**src/rtl/pgperm_pkg.sv**
```systemverilog
package pgperm_pkg;
  // access codes: the value indexes the rights vector {x,w,r}
  localparam logic [1:0] ACC_LOAD  = 2'd0;
  localparam logic [1:0] ACC_STORE = 2'd1;
  localparam logic [1:0] ACC_FETCH = 2'd2;

  localparam logic [1:0] PRIV_USER   = 2'd0;
  localparam logic [1:0] PRIV_SUP    = 2'd1;
  localparam logic [1:0] PRIV_SUP_NU = 2'd2;

  // error-code bit positions
  localparam int EB_P = 0;
  localparam int EB_W = 1;
  localparam int EB_U = 2;
  localparam int EB_R = 3;
  localparam int EB_I = 4;
  localparam int EB_K = 5;
  localparam int ERR_W = 6;

  typedef enum logic [2:0] {
    FK_NONE, FK_NOTPRES, FK_RSVD, FK_PROT, FK_KEY
  } fault_kind_t;
endpackage

```
**src/rtl/pgperm_rights.sv**
```systemverilog
module pgperm_rights (
  input  logic       is_user,
  input  logic       no_user_pg,
  input  logic       flag_nx,
  input  logic       flag_user,
  input  logic       flag_wr,
  input  logic       wp,
  input  logic       smep,
  output logic [2:0] prot
);
  logic rd_ok;
  always_comb begin
    rd_ok   = !(no_user_pg && flag_user);
    prot[0] = rd_ok;
    prot[1] = rd_ok && (flag_wr || (!is_user && !wp));
    prot[2] = !flag_nx && (is_user || !smep || !flag_user);
  end
endmodule

```
**src/rtl/pgperm_keyfilt.sv**
```systemverilog
module pgperm_keyfilt #(
  parameter int KEY_W = 4,
  parameter int PKR_W = 32
) (
  input  logic             is_user,
  input  logic             wp,
  input  logic             pke,
  input  logic             pks,
  input  logic             flag_user,
  input  logic [KEY_W-1:0] key,
  input  logic [PKR_W-1:0] ukey,
  input  logic [PKR_W-1:0] skey,
  output logic [2:0]       kprot
);
  localparam int IW = $clog2(PKR_W);

  logic [PKR_W-1:0] sel;
  logic [IW-1:0]    ad_idx;
  logic             ad, wd;

  always_comb begin
    if (flag_user) sel = pke ? ukey : '0;
    else           sel = pks ? skey : '0;
    ad_idx = IW'({key, 1'b0});
    ad     = sel[ad_idx];
    wd     = sel[ad_idx + IW'(1)];
    kprot  = 3'b111;
    if (sel != '0) begin
      if (ad)                       kprot[1:0] = 2'b00;
      else if (wd && (is_user || wp)) kprot[1] = 1'b0;
    end
  end
endmodule

```
**src/rtl/pgperm_ecode.sv**
```systemverilog
module pgperm_ecode
  import pgperm_pkg::*;
(
  input  fault_kind_t      kind,
  input  logic             is_user,
  input  logic             is_store,
  input  logic             is_fetch,
  input  logic             nxe,
  input  logic             smep,
  output logic [ERR_W-1:0] code
);
  always_comb begin
    code = '0;
    if (kind != FK_NONE) begin
      unique case (kind)
        FK_RSVD: code[EB_R] = 1'b1;
        FK_PROT: code[EB_P] = 1'b1;
        FK_KEY:  begin code[EB_P] = 1'b1; code[EB_K] = 1'b1; end
        default: ;
      endcase
      code[EB_U] = is_user;
      code[EB_W] = is_store;
      code[EB_I] = is_fetch && (nxe || smep);
    end
  end
endmodule

```
**src/rtl/pgperm_check.sv**
```systemverilog
module pgperm_check
  import pgperm_pkg::*;
#(
  parameter int KEY_W = 4,
  parameter int PKR_W = 32
) (
  input  logic             clk,
  input  logic             rst,
  input  logic             req_valid,
  input  logic [1:0]       acc_type,
  input  logic [1:0]       priv_lvl,
  input  logic             flag_nx,
  input  logic             flag_user,
  input  logic             flag_wr,
  input  logic [KEY_W-1:0] pte_key,
  input  logic             mode_wp,
  input  logic             mode_smep,
  input  logic             mode_nxe,
  input  logic             mode_pke,
  input  logic             mode_pks,
  input  logic [PKR_W-1:0] ukey_reg,
  input  logic [PKR_W-1:0] skey_reg,
  input  logic             walk_np,
  input  logic             walk_rsvd,
  output logic             rsp_valid,
  output logic             perm_r,
  output logic             perm_w,
  output logic             perm_x,
  output logic             acc_ok,
  output logic [ERR_W-1:0] err_code
);
  logic        is_user, no_user_pg, is_store, is_fetch;
  logic [1:0]  acc_idx;
  logic [2:0]  base_prot, key_prot, eff_prot, out_prot;
  fault_kind_t kind;
  logic [ERR_W-1:0] code_nx;

  always_comb begin
    is_user    = (priv_lvl == PRIV_USER);
    no_user_pg = (priv_lvl == PRIV_SUP_NU);
    is_store   = (acc_type == ACC_STORE);
    is_fetch   = (acc_type == ACC_FETCH);
    acc_idx    = is_fetch ? 2'd2 : (is_store ? 2'd1 : 2'd0);
  end

  pgperm_rights u_rights (
    .is_user   (is_user),
    .no_user_pg(no_user_pg),
    .flag_nx   (flag_nx),
    .flag_user (flag_user),
    .flag_wr   (flag_wr),
    .wp        (mode_wp),
    .smep      (mode_smep),
    .prot      (base_prot)
  );

  pgperm_keyfilt #(.KEY_W(KEY_W), .PKR_W(PKR_W)) u_key (
    .is_user  (is_user),
    .wp       (mode_wp),
    .pke      (mode_pke),
    .pks      (mode_pks),
    .flag_user(flag_user),
    .key      (pte_key),
    .ukey     (ukey_reg),
    .skey     (skey_reg),
    .kprot    (key_prot)
  );

  always_comb begin
    eff_prot = base_prot & key_prot;
    out_prot = eff_prot;
    if (walk_np) begin
      kind = FK_NOTPRES;   out_prot = '0;
    end else if (walk_rsvd) begin
      kind = FK_RSVD;      out_prot = '0;
    end else if (is_user && !flag_user) begin
      kind = FK_PROT;      out_prot = '0;
    end else if (!key_prot[acc_idx]) begin
      kind = FK_KEY;
    end else if (!eff_prot[acc_idx]) begin
      kind = FK_PROT;
    end else begin
      kind = FK_NONE;
    end
  end

  pgperm_ecode u_ecode (
    .kind    (kind),
    .is_user (is_user),
    .is_store(is_store),
    .is_fetch(is_fetch),
    .nxe     (mode_nxe),
    .smep    (mode_smep),
    .code    (code_nx)
  );

  always_ff @(posedge clk) begin
    if (rst) begin
      rsp_valid <= 1'b0;
      perm_r    <= 1'b0;
      perm_w    <= 1'b0;
      perm_x    <= 1'b0;
      acc_ok    <= 1'b0;
      err_code  <= '0;
    end else begin
      rsp_valid <= req_valid;
      perm_r    <= out_prot[0];
      perm_w    <= out_prot[1];
      perm_x    <= out_prot[2];
      acc_ok    <= (kind == FK_NONE);
      err_code  <= code_nx;
    end
  end
endmodule

```
**config.mk**
```make
export PLATFORM = sky130hd
export DESIGN_NAME = pgperm_check
export DESIGN_NICKNAME = d
export VERILOG_FILES = /design/src/rtl/pgperm_pkg.sv /design/src/rtl/pgperm_rights.sv /design/src/rtl/pgperm_keyfilt.sv /design/src/rtl/pgperm_ecode.sv /design/src/rtl/pgperm_check.sv
export SDC_FILE = /design/constraint.sdc
export NUM_CORES = 1
export LEC_CHECK = 0
export ABC_AREA = 0
export BUFFER_PORTS_ARGS = -buffer_cell sky130_fd_sc_hd__buf_2
export CAP_MARGIN = 20
export CORE_MARGIN = 3
export CORE_UTILIZATION = 39
export CTS_CLUSTER_SIZE = 24
export DETAILED_ROUTE_END_ITERATION = 8
export GPL_TIMING_DRIVEN = 0
export PLACE_DENSITY_LB_ADDON = 0.12
export SYNTH_ARGS = -nofsm -noshare
export SYNTH_HDL_FRONTEND = slang
export SYNTH_SLANG_ARGS = --single-unit
export TNS_END_PERCENT = 5
```
**constraint.sdc**
```tcl
create_clock -name clk -period 2.5 [get_ports clk]
set_input_delay 0.25 -clock clk [delete_from_list [all_inputs] [get_ports clk]]
set_output_delay 0.25 -clock clk [all_outputs]
set_load 0.05 [all_outputs]
```
Word level (Yosys, flattened, before mapping)
Cells that the tools add are included.
{ "totals": {"regBits": 11, "inputBits": 85, "out_inout_bits": 11, "elab_cells": 68} }
{ "classes": {"n_addsub": 1, "magnitude_cmp": 3, "eq_ne": 6, "n_mux": 25, "n_bitwise": 2, "n_reduce_logical": 25} }
{ "op_table": {"columns": ["operator", "n"], "rows": [
  ["32-bit 2-to-1 mux", 3],
  ["32-bit nonzero test", 1],
  ["5-bit by 6-bit less-than comparator with 1-bit output, second input constant", 2],
  ["3-bit 2-to-1 mux", 4],
  ["1-bit 2-to-1 mux", 11],
  ["1-bit logical AND", 7],
  ["3-bit by 2-bit equality test with 1-bit output, second input constant", 2],
  ["1-bit logical NOT", 6],
  ["2-bit 2-to-1 mux", 3],
  ["5-bit by 1-bit adder with 5-bit output, second input constant", 1],
  ["1-bit binary-select mux with 5-bit select", 1],
  ["1-bit logical OR", 5],
  ["1-bit binary-select mux with 2-bit select", 2],
  ["1-bit binary-select mux with 4-bit select", 1],
  ["2-bit equality test, second input constant", 2],
  ["2-bit OR reduction", 2],
  ["4-bit OR reduction", 1],
  ["3-bit AND", 1],
  ["3-bit equality test, second input constant", 1],
  ["3-bit logical NOT", 1],
  ["2-bit by 3-bit less-than comparator with 1-bit output, second input constant", 1],
  ["3-bit nonzero test", 1],
  ["2-bit by 1-bit equality test with 1-bit output, second input constant", 1],
  ["2-bit logical NOT", 1],
  ["1-bit NOT", 1]
]} }

Depth between registers and ports, before layout
Gate-level depths: netlist of run 1.
{ "depth": {"word_depth": 19, "ltp_mapped": 9, "ltp_nobuf": 6} }

Modules after synthesis
Synthesis of run 1 repeated with hierarchy kept, for this count alone.
{ "unflattened": {"hier_cells": 163, "area_unflattened_um2": 1342.5} }
{ "by_module_without_submodules": {"columns": ["mod", "instances", "cells_per_inst", "area_each_um2", "seq_area_each_um2"], "rows": [
  ["pgperm_keyfilt", 1, 104, 795.8, 0.0],
  ["pgperm_check", 1, 44, 449.2, 220.2],
  ["pgperm_ecode", 1, 9, 65.1, 0.0],
  ["pgperm_rights", 1, 6, 32.5, 0.0]
]} }

Worst setup path after synthesis of run 1
No wires, ideal clock.
{ "synth_path": {"kind": "input to register", "start": "in pte_key[0]", "end": "reg err_code[2]", "t_arrival_ns": 1.668, "t_required_ns": 2.357, "path_slack_ns": 0.689, "path_stages": 8, "path_buffers": 2, "cell_sequence": "buf_6 buf_2 mux2i_1 nor3_1 a2111oi_0 o211ai_1 o211ai_1 a311oi_2"} }
{ "synth_via": {"elab_chain_len": 18} }
{ "synth_lines": {"columns": ["element", "line_no", "text"], "rows": [
  ["start, declared", "pgperm_check.sv:15", "input logic [KEY_W-1:0] pte_key,"],
  ["5-bit by 1-bit adder with 5-bit output", "pgperm_keyfilt.sv:26", "wd = sel[ad_idx + IW'(1)];"],
  ["1-bit binary-select mux with 5-bit select", "pgperm_keyfilt.sv:26", null],
  ["1-bit 2-to-1 mux (implied by the code)", "pgperm_keyfilt.sv:26", null],
  ["1-bit logical AND", "pgperm_keyfilt.sv:30", "else if (wd && (is_user || wp)) kprot[1] = 1'b0;"],
  ["1-bit 2-to-1 mux", "pgperm_keyfilt.sv:30", null],
  ["1-bit 2-to-1 mux", "pgperm_keyfilt.sv:29", "if (ad) kprot[1:0] = 2'b00;"],
  ["2-bit 2-to-1 mux (*)", "pgperm_keyfilt.sv:28", "if (sel != '0) begin"],
  ["3-bit AND", "pgperm_check.sv:70", "eff_prot = base_prot & key_prot;"],
  ["[2 not listed]", null, null],
  ["2-bit 2-to-1 mux", "pgperm_check.sv:80", "end else if (!eff_prot[acc_idx]) begin"],
  ["3-bit 2-to-1 mux (*)", "pgperm_check.sv:78", "end else if (!key_prot[acc_idx]) begin"],
  ["3-bit 2-to-1 mux (*)", "pgperm_check.sv:76", "end else if (is_user && !flag_user) begin"],
  ["3-bit 2-to-1 mux (*)", "pgperm_check.sv:74", "end else if (walk_rsvd) begin"],
  ["3-bit 2-to-1 mux (*)", "pgperm_check.sv:72", "if (walk_np) begin"],
  ["3-bit nonzero test (*)", "pgperm_ecode.sv:14", "if (kind != FK_NONE) begin"],
  ["1-bit NOT (no source line) (*)", null, null],
  ["2-bit OR reduction (no source line) (*)", null, null],
  ["end signal, assigned", "pgperm_check.sv:111", "err_code <= code_nx;"],
  ["end, declared", "pgperm_check.sv:30", "output logic [ERR_W-1:0] err_code"]
]} }
Every way passes the cells marked *; elsewhere a longest branch is shown, timed or not. The select of a mux whose other input is x is not followed.
A chain may end at the register's enable or synchronous reset.

Final worst setup path of run 1
Ends and elaborated chain as after synthesis.

==> flow_metrics.tcl, run 1 <==
set metrics [dict create \
    setup_violations 0 \
    clockPowerShare 0.212 \
    required_ps 2630 \
    hp-class "primary input to flip-flop" \
    cp_max_fo 10 \
    viasPerCell 5.72 \
    ys_top_cells_by_area "dfxtp_1, a22o_1, mux2i_1" \
    routabilityCongestion 0.886 \
    cts_sinks 11 \
    holdBufCountCts 0 \
    cts_setup_buffers 0 \
    row_count 19 \
    p_sw_frac 0.342 \
    multi_input_area_um2 875 \
    synthTopCellsByCount "dfxtp_1, a22o_1, a221oi_1" \
    sequentialPowerShare 0.328 \
    p_sw_w 0.000190 \
    syn_area_per_cell_um2 8.69 \
    hold_viol_final 0 \
    fp.dieW_um 61.4 \
    worstSetupPathType "primary input to flip-flop" \
    cts_tree "built" \
    end_kind "flip-flop" \
    yosys_warnings 0 \
    cts-root-buf "clkbuf_4" \
    fillers 271 \
    yosysMostFrequentCell "dfxtp_1" \
    timing.fmax_mhz 497 \
    drtIter0Drc 54 \
    io_buffers 93 \
    synthCells 138 \
    clock_path_buffers 2 \
    diodes 0 \
    layout.cells.non_filler 266 \
    synth_top_area_cell "dfxtp_1" \
    drc 0 \
    numCtsBuffers 3 \
    rsz0062_at_grt "no" \
    synth_top_area_frac 0.184 \
    nNetsFinal 321 \
    grt_pass1_vias 1368 \
    syn_area_um2 1200 \
    power.density_nw_per_um2 322 \
    grt_pass1_wl_um 5730 \
    startpoint_type "primary input" \
    synth_nets 223 \
    path_common_cell "o211ai_1" \
    min_from "req_valid" \
    drive_above_1_share 0.506 \
    via_count 1522 \
    yosysSeqAreaShare 0.184 \
    area_growth_pct 44.3 \
    tightest_slew_ps 700 \
    ant_nets 0 \
    htreeDepth 1 \
    post-route-period-util 0.805 \
    cap_violations 0 \
    routedWlPerCell_um 14.2 \
    drt_wl_total_um 3780 \
    cts_resized 0 \
    slowest_stage "a2111oi_0" \
    status "complete, no violations" \
    path_clk_slew_ps 60 \
    preCtsSetupSlack_ps 124 \
    area.sequential_um2 220 \
    final_area_um2 1730 \
    slew_headroom 0.521 \
    final_core_util 0.606 \
    synth_edf_count 0 \
    startpoint "pte_key[0]" \
    placed_cell_area_um2 1700 \
    final-max-slew-violation-count 0 \
    synth-seq-cells 11 \
    grt-ovfl-total 0 \
    ir_worst_vdd_mv 0.200 \
    dr.pass1.iters 5 \
    async_reset_ff_frac 0 \
    dp_hpwl_um 3190 \
    path_cells "buf_6 > buf_2 > mux2i_1 > nor3_1 > a2111oi_0 > o211ai_1 > o211ai_1 > a311oi_2" \
    grt_max_degree 11 \
    post_synth_num_cell_types 50 \
    slowest_delay_ps 650 \
    ios 96 \
    grt_use_total 0.196 \
    critical_path_arrival_ps 2150 \
    synth_flop_cell "dfxtp_1" \
    fin_crit_ps 2010 \
    cp_num_buf_inv 2 \
    core_um2 2850 \
    p_int_w 0.000367 \
    fp.dieH_um 61.4 \
    place_inst 262 \
    initial_core_util 0.420 \
    power.leakage_nw 0.853 \
    fin_tns_setup_ps 0 \
    layout_setup_ws_ps 487 \
    die_area_um2 3770 \
    antenna_found_initial 0 \
    comb_power_share 0.460 \
    crit_family "compound AO/OA/AOI/OAI gates" \
]
flip-flops by register name, summed over array words and instances, names as in the netlist:
register / flops
acc_ok: 1
err_code: 6
perm_r: 1
perm_w: 1
perm_x: 1
rsp_valid: 1
metrics by stage:
| step | hold WS (ps) | total power [W] |
|---|---|---|
| floorplan | 318 | 0.000343 |
| global placement | 458 | 0.000438 |
| detailed placement | 469 | 0.000443 |
| CTS | 188 | 0.000562 |
| global route | 195 | 0.000598 |
| finish | 189 | 0.000558 |
layer usage:
layer  part of all wire  vias up  GRT usage
met5                  0        -          0
met4            0.00079        0     0.0303
met3              0.099        2     0.0440
met2               0.48       90      0.346
met1               0.42      670      0.248
li1                   -      760          -
power by group through the flow:
stage	sequential, W	combinational [W]	clock, W
floorplan	0.000211	0.000132	0
global placement	0.000187	0.000251	0
detailed placement	0.000187	0.000256	0
CTS	0.000183	0.000257	0.000122
global route	0.000183	0.000282	0.000133
finish	0.000183	0.000257	0.000118
layout make-up:
type	count	area share
clock buffers	4	0.0152
well taps	31	0.0224
multi-input cells	114	0.506
flip-flops and latches	11	0.127
inverters	3	0.00651
repair buffers	93	0.269
plain buffers	10	0.0535
kinds of logic (layout without fill, tap and decap cells):
| family | count (synthesis) | count (layout) | share of synthesized area |
|---|---|---|---|
| DFF | 11 | 11 | 0.184 |
| buffers and inverters | 13 | 110 | 0.0866 |
| and+or+nand+nor | 53 | 53 | 0.282 |
| AOI/OAI and AO/OA | 52 | 52 | 0.362 |
| muxes | 9 | 9 | 0.0856 |
final timing paths:
| check | slack (ps) | endpoint | cells after the start |
|---|---|---|---|
| worst max-delay path | 490 | err_code[2] | 8 |
| worst min-delay path | 190 | rsp_valid | 2 |
placed cells by master, fill, tap and decap left out, drive strengths merged, types with 3 or more instances in the layout:
master | synthesis | routed
buf | 9 | 102
dfxtp | 11 | 11
a221oi | 11 | 11
a22o | 10 | 10
mux2i | 8 | 8
nand2 | 7 | 7
nand2b | 6 | 6
nor2 | 6 | 6
nor3 | 6 | 6
a31oi | 5 | 5
nor2b | 5 | 5
clkbuf | 1 | 5
inv | 3 | 3
o21ai | 3 | 3
o22ai | 3 | 3
o211ai | 3 | 3
or2 | 3 | 3
(Power assumes the default switching activity.)
==> run 2: changes to the inputs <==
==> constraint.sdc (replaced) <==
create_clock -name clk -period 2.1 [get_ports clk]
set_input_delay 0.21 -clock clk [delete_from_list [all_inputs] [get_ports clk]]
set_output_delay 0.21 -clock clk [all_outputs]
set_load 0.05 [all_outputs]
==> run 2 against run 1 <==
Critical path depth is the same. Sequential power grew 19%. Global-route usage is the same. Worst hold slack lost 40 ps. Final area is essentially flat. Clock power grew 19%. Via count is essentially flat. Count of clock-buffer cells in the layout is the same. Die area is the same. Routed wire length shrank 0.13%. Worst setup slack lost 250 ps. Largest cell class unchanged. Largest power group unchanged. Highest routed layer is now met3.
==> flow_metrics.tcl, run 2 (same netlist as run 1, synthesis figures left out) <==
set metrics [dict create \
    status "complete, no violations" \
    final_common_cell "buf_2" \
    ios 96 \
    dp_hpwl_um 3190 \
    preCtsSetupSlack_ps -236 \
    cap_violations 0 \
    startpoint_type "primary input" \
    post-route-period-util 0.886 \
    routed.top_layer "met3" \
    met3_length_um 356 \
    numCtsBuffers 3 \
    ant_nets 0 \
    viasPerCell 5.73 \
    drt-met1-wl_um 1580 \
    end_kind "flip-flop" \
    ir_worst_vdd_mv 0.238 \
    placed_cell_area_um2 1700 \
    antenna_found_initial 0 \
    path_clk_slew_ps 60 \
    fillers 270 \
    fp.dieH_um 61.4 \
    grt-ovfl-total 0 \
    drive_above_1_share 0.506 \
    fin_crit_ps 1860 \
    via_count 1523 \
    cts_sinks 11 \
    dr.pass1.iters 4 \
    final_core_util 0.607 \
    setup_violations 0 \
    required_ps 2230 \
    cp_max_fo 10 \
    tightest_slew_ps 564 \
    fin_tns_setup_ps 0 \
    htreeDepth 1 \
    layout_setup_ws_ps 239 \
    drc 0 \
    routabilityCongestion 0.886 \
    cts-root-buf "clkbuf_4" \
    slew_headroom 0.621 \
    drt_wl_total_um 3770 \
    power.leakage_nw 0.853 \
    grt_pass1_vias 1368 \
    critical_path_arrival_ps 1990 \
    layout_common_cells "buf_2, dfxtp_1, a22o_1" \
    cts_tree "built" \
    timing.fmax_mhz 537 \
    worstSetupPathType "primary input to flip-flop" \
    startpoint "pte_key[0]" \
    multi_input_area_um2 876 \
    hold_viol_final 0 \
    area.sequential_um2 220 \
    fp.dieW_um 61.4 \
    grt_pass1_wl_um 5730 \
    diodes 0 \
    grt_max_degree 11 \
    setup.worst_path.end "err_code[2]" \
    grt_use_total 0.196 \
    io_buffers 93 \
    hp-class "primary input to flip-flop" \
    initial_core_util 0.420 \
    fin_hold_ws_ps 149 \
    final-max-slew-violation-count 0 \
    largest_reg_flops 6 \
    core_um2 2850 \
    final_area_um2 1730 \
    drtIter0Drc 63 \
    largest-register "err_code" \
    routedWlPerCell_um 14.2 \
    wl_met2_um 1830 \
    rsz0062_at_grt "no" \
    clock_path_buffers 2 \
    area_growth_pct 44.4 \
    nNetsFinal 321 \
    power.density_nw_per_um2 384 \
    row_count 19 \
    die_area_um2 3770 \
]
## run 2: cell types whose count changed in the layout (fill, tap and decap cells not counted)
cell and delta:
a2111oi_1 +1, a2111oi_0 -1
## run 2: timing repair
action                                  CTS  global route
hold buffers                              0             0
endpoints found under the setup margin    0             6
resized for setup                         0             1
buffers inserted                          0             0
## run 2: final cells by class
| type | instances | area share |
|---|---|---|
| Sequential cell | 11 | 0.127 |
| Inverter | 3 | 0.00651 |
| Timing Repair Buffer | 93 | 0.269 |
| Buffer | 10 | 0.0535 |
| Clock buffer | 4 | 0.0152 |
| Multi-Input combinational cell | 114 | 0.506 |
| Tap cell | 31 | 0.0224 |
## run 2: where the power goes
group          switching [W]  leakage (nW)  total [W]  internal [W]
clock              0.0000667        0.0150   0.000140     0.0000736
combinational       0.000159         0.748   0.000306      0.000147
sequential        0.00000134        0.0899   0.000218      0.000216
## run 2: critical path, stage by stage
cell and delay [ps]:
buf_6 130, buf_2 240, mux2i_1 220, nor3_1 60, a2111oi_1 560, o211ai_1 210, o211ai_1 220, a311oi_2 150
## run 2: layer usage
layer  vias up  GRT usage
met4         0     0.0303
met5         -          0
met2        81      0.346
li1        759          -
met1       683      0.248
met3         0     0.0440
## run 2: how the worst min path moves through the flow
stage / startpoint / end / slack [ps] / depth (start not counted)
finish: req_valid / rsp_valid / 150 / 2
global route: walk_np / err_code[3] / 150 / 2
CTS: req_valid / rsp_valid / 150 / 2
detailed placement: req_valid / rsp_valid / 430 / 2
global placement: req_valid / rsp_valid / 420 / 2
floorplan: rst / err_code[2] / 280 / 1
## run 2: metrics by stage
step / power (W) / instances
floorplan: 0.000408 / 138
global placement: 0.000521 / 262
detailed placement: 0.000527 / 262
CTS: 0.000669 / 266
global route: 0.000713 / 266
finish: 0.000664 / 266
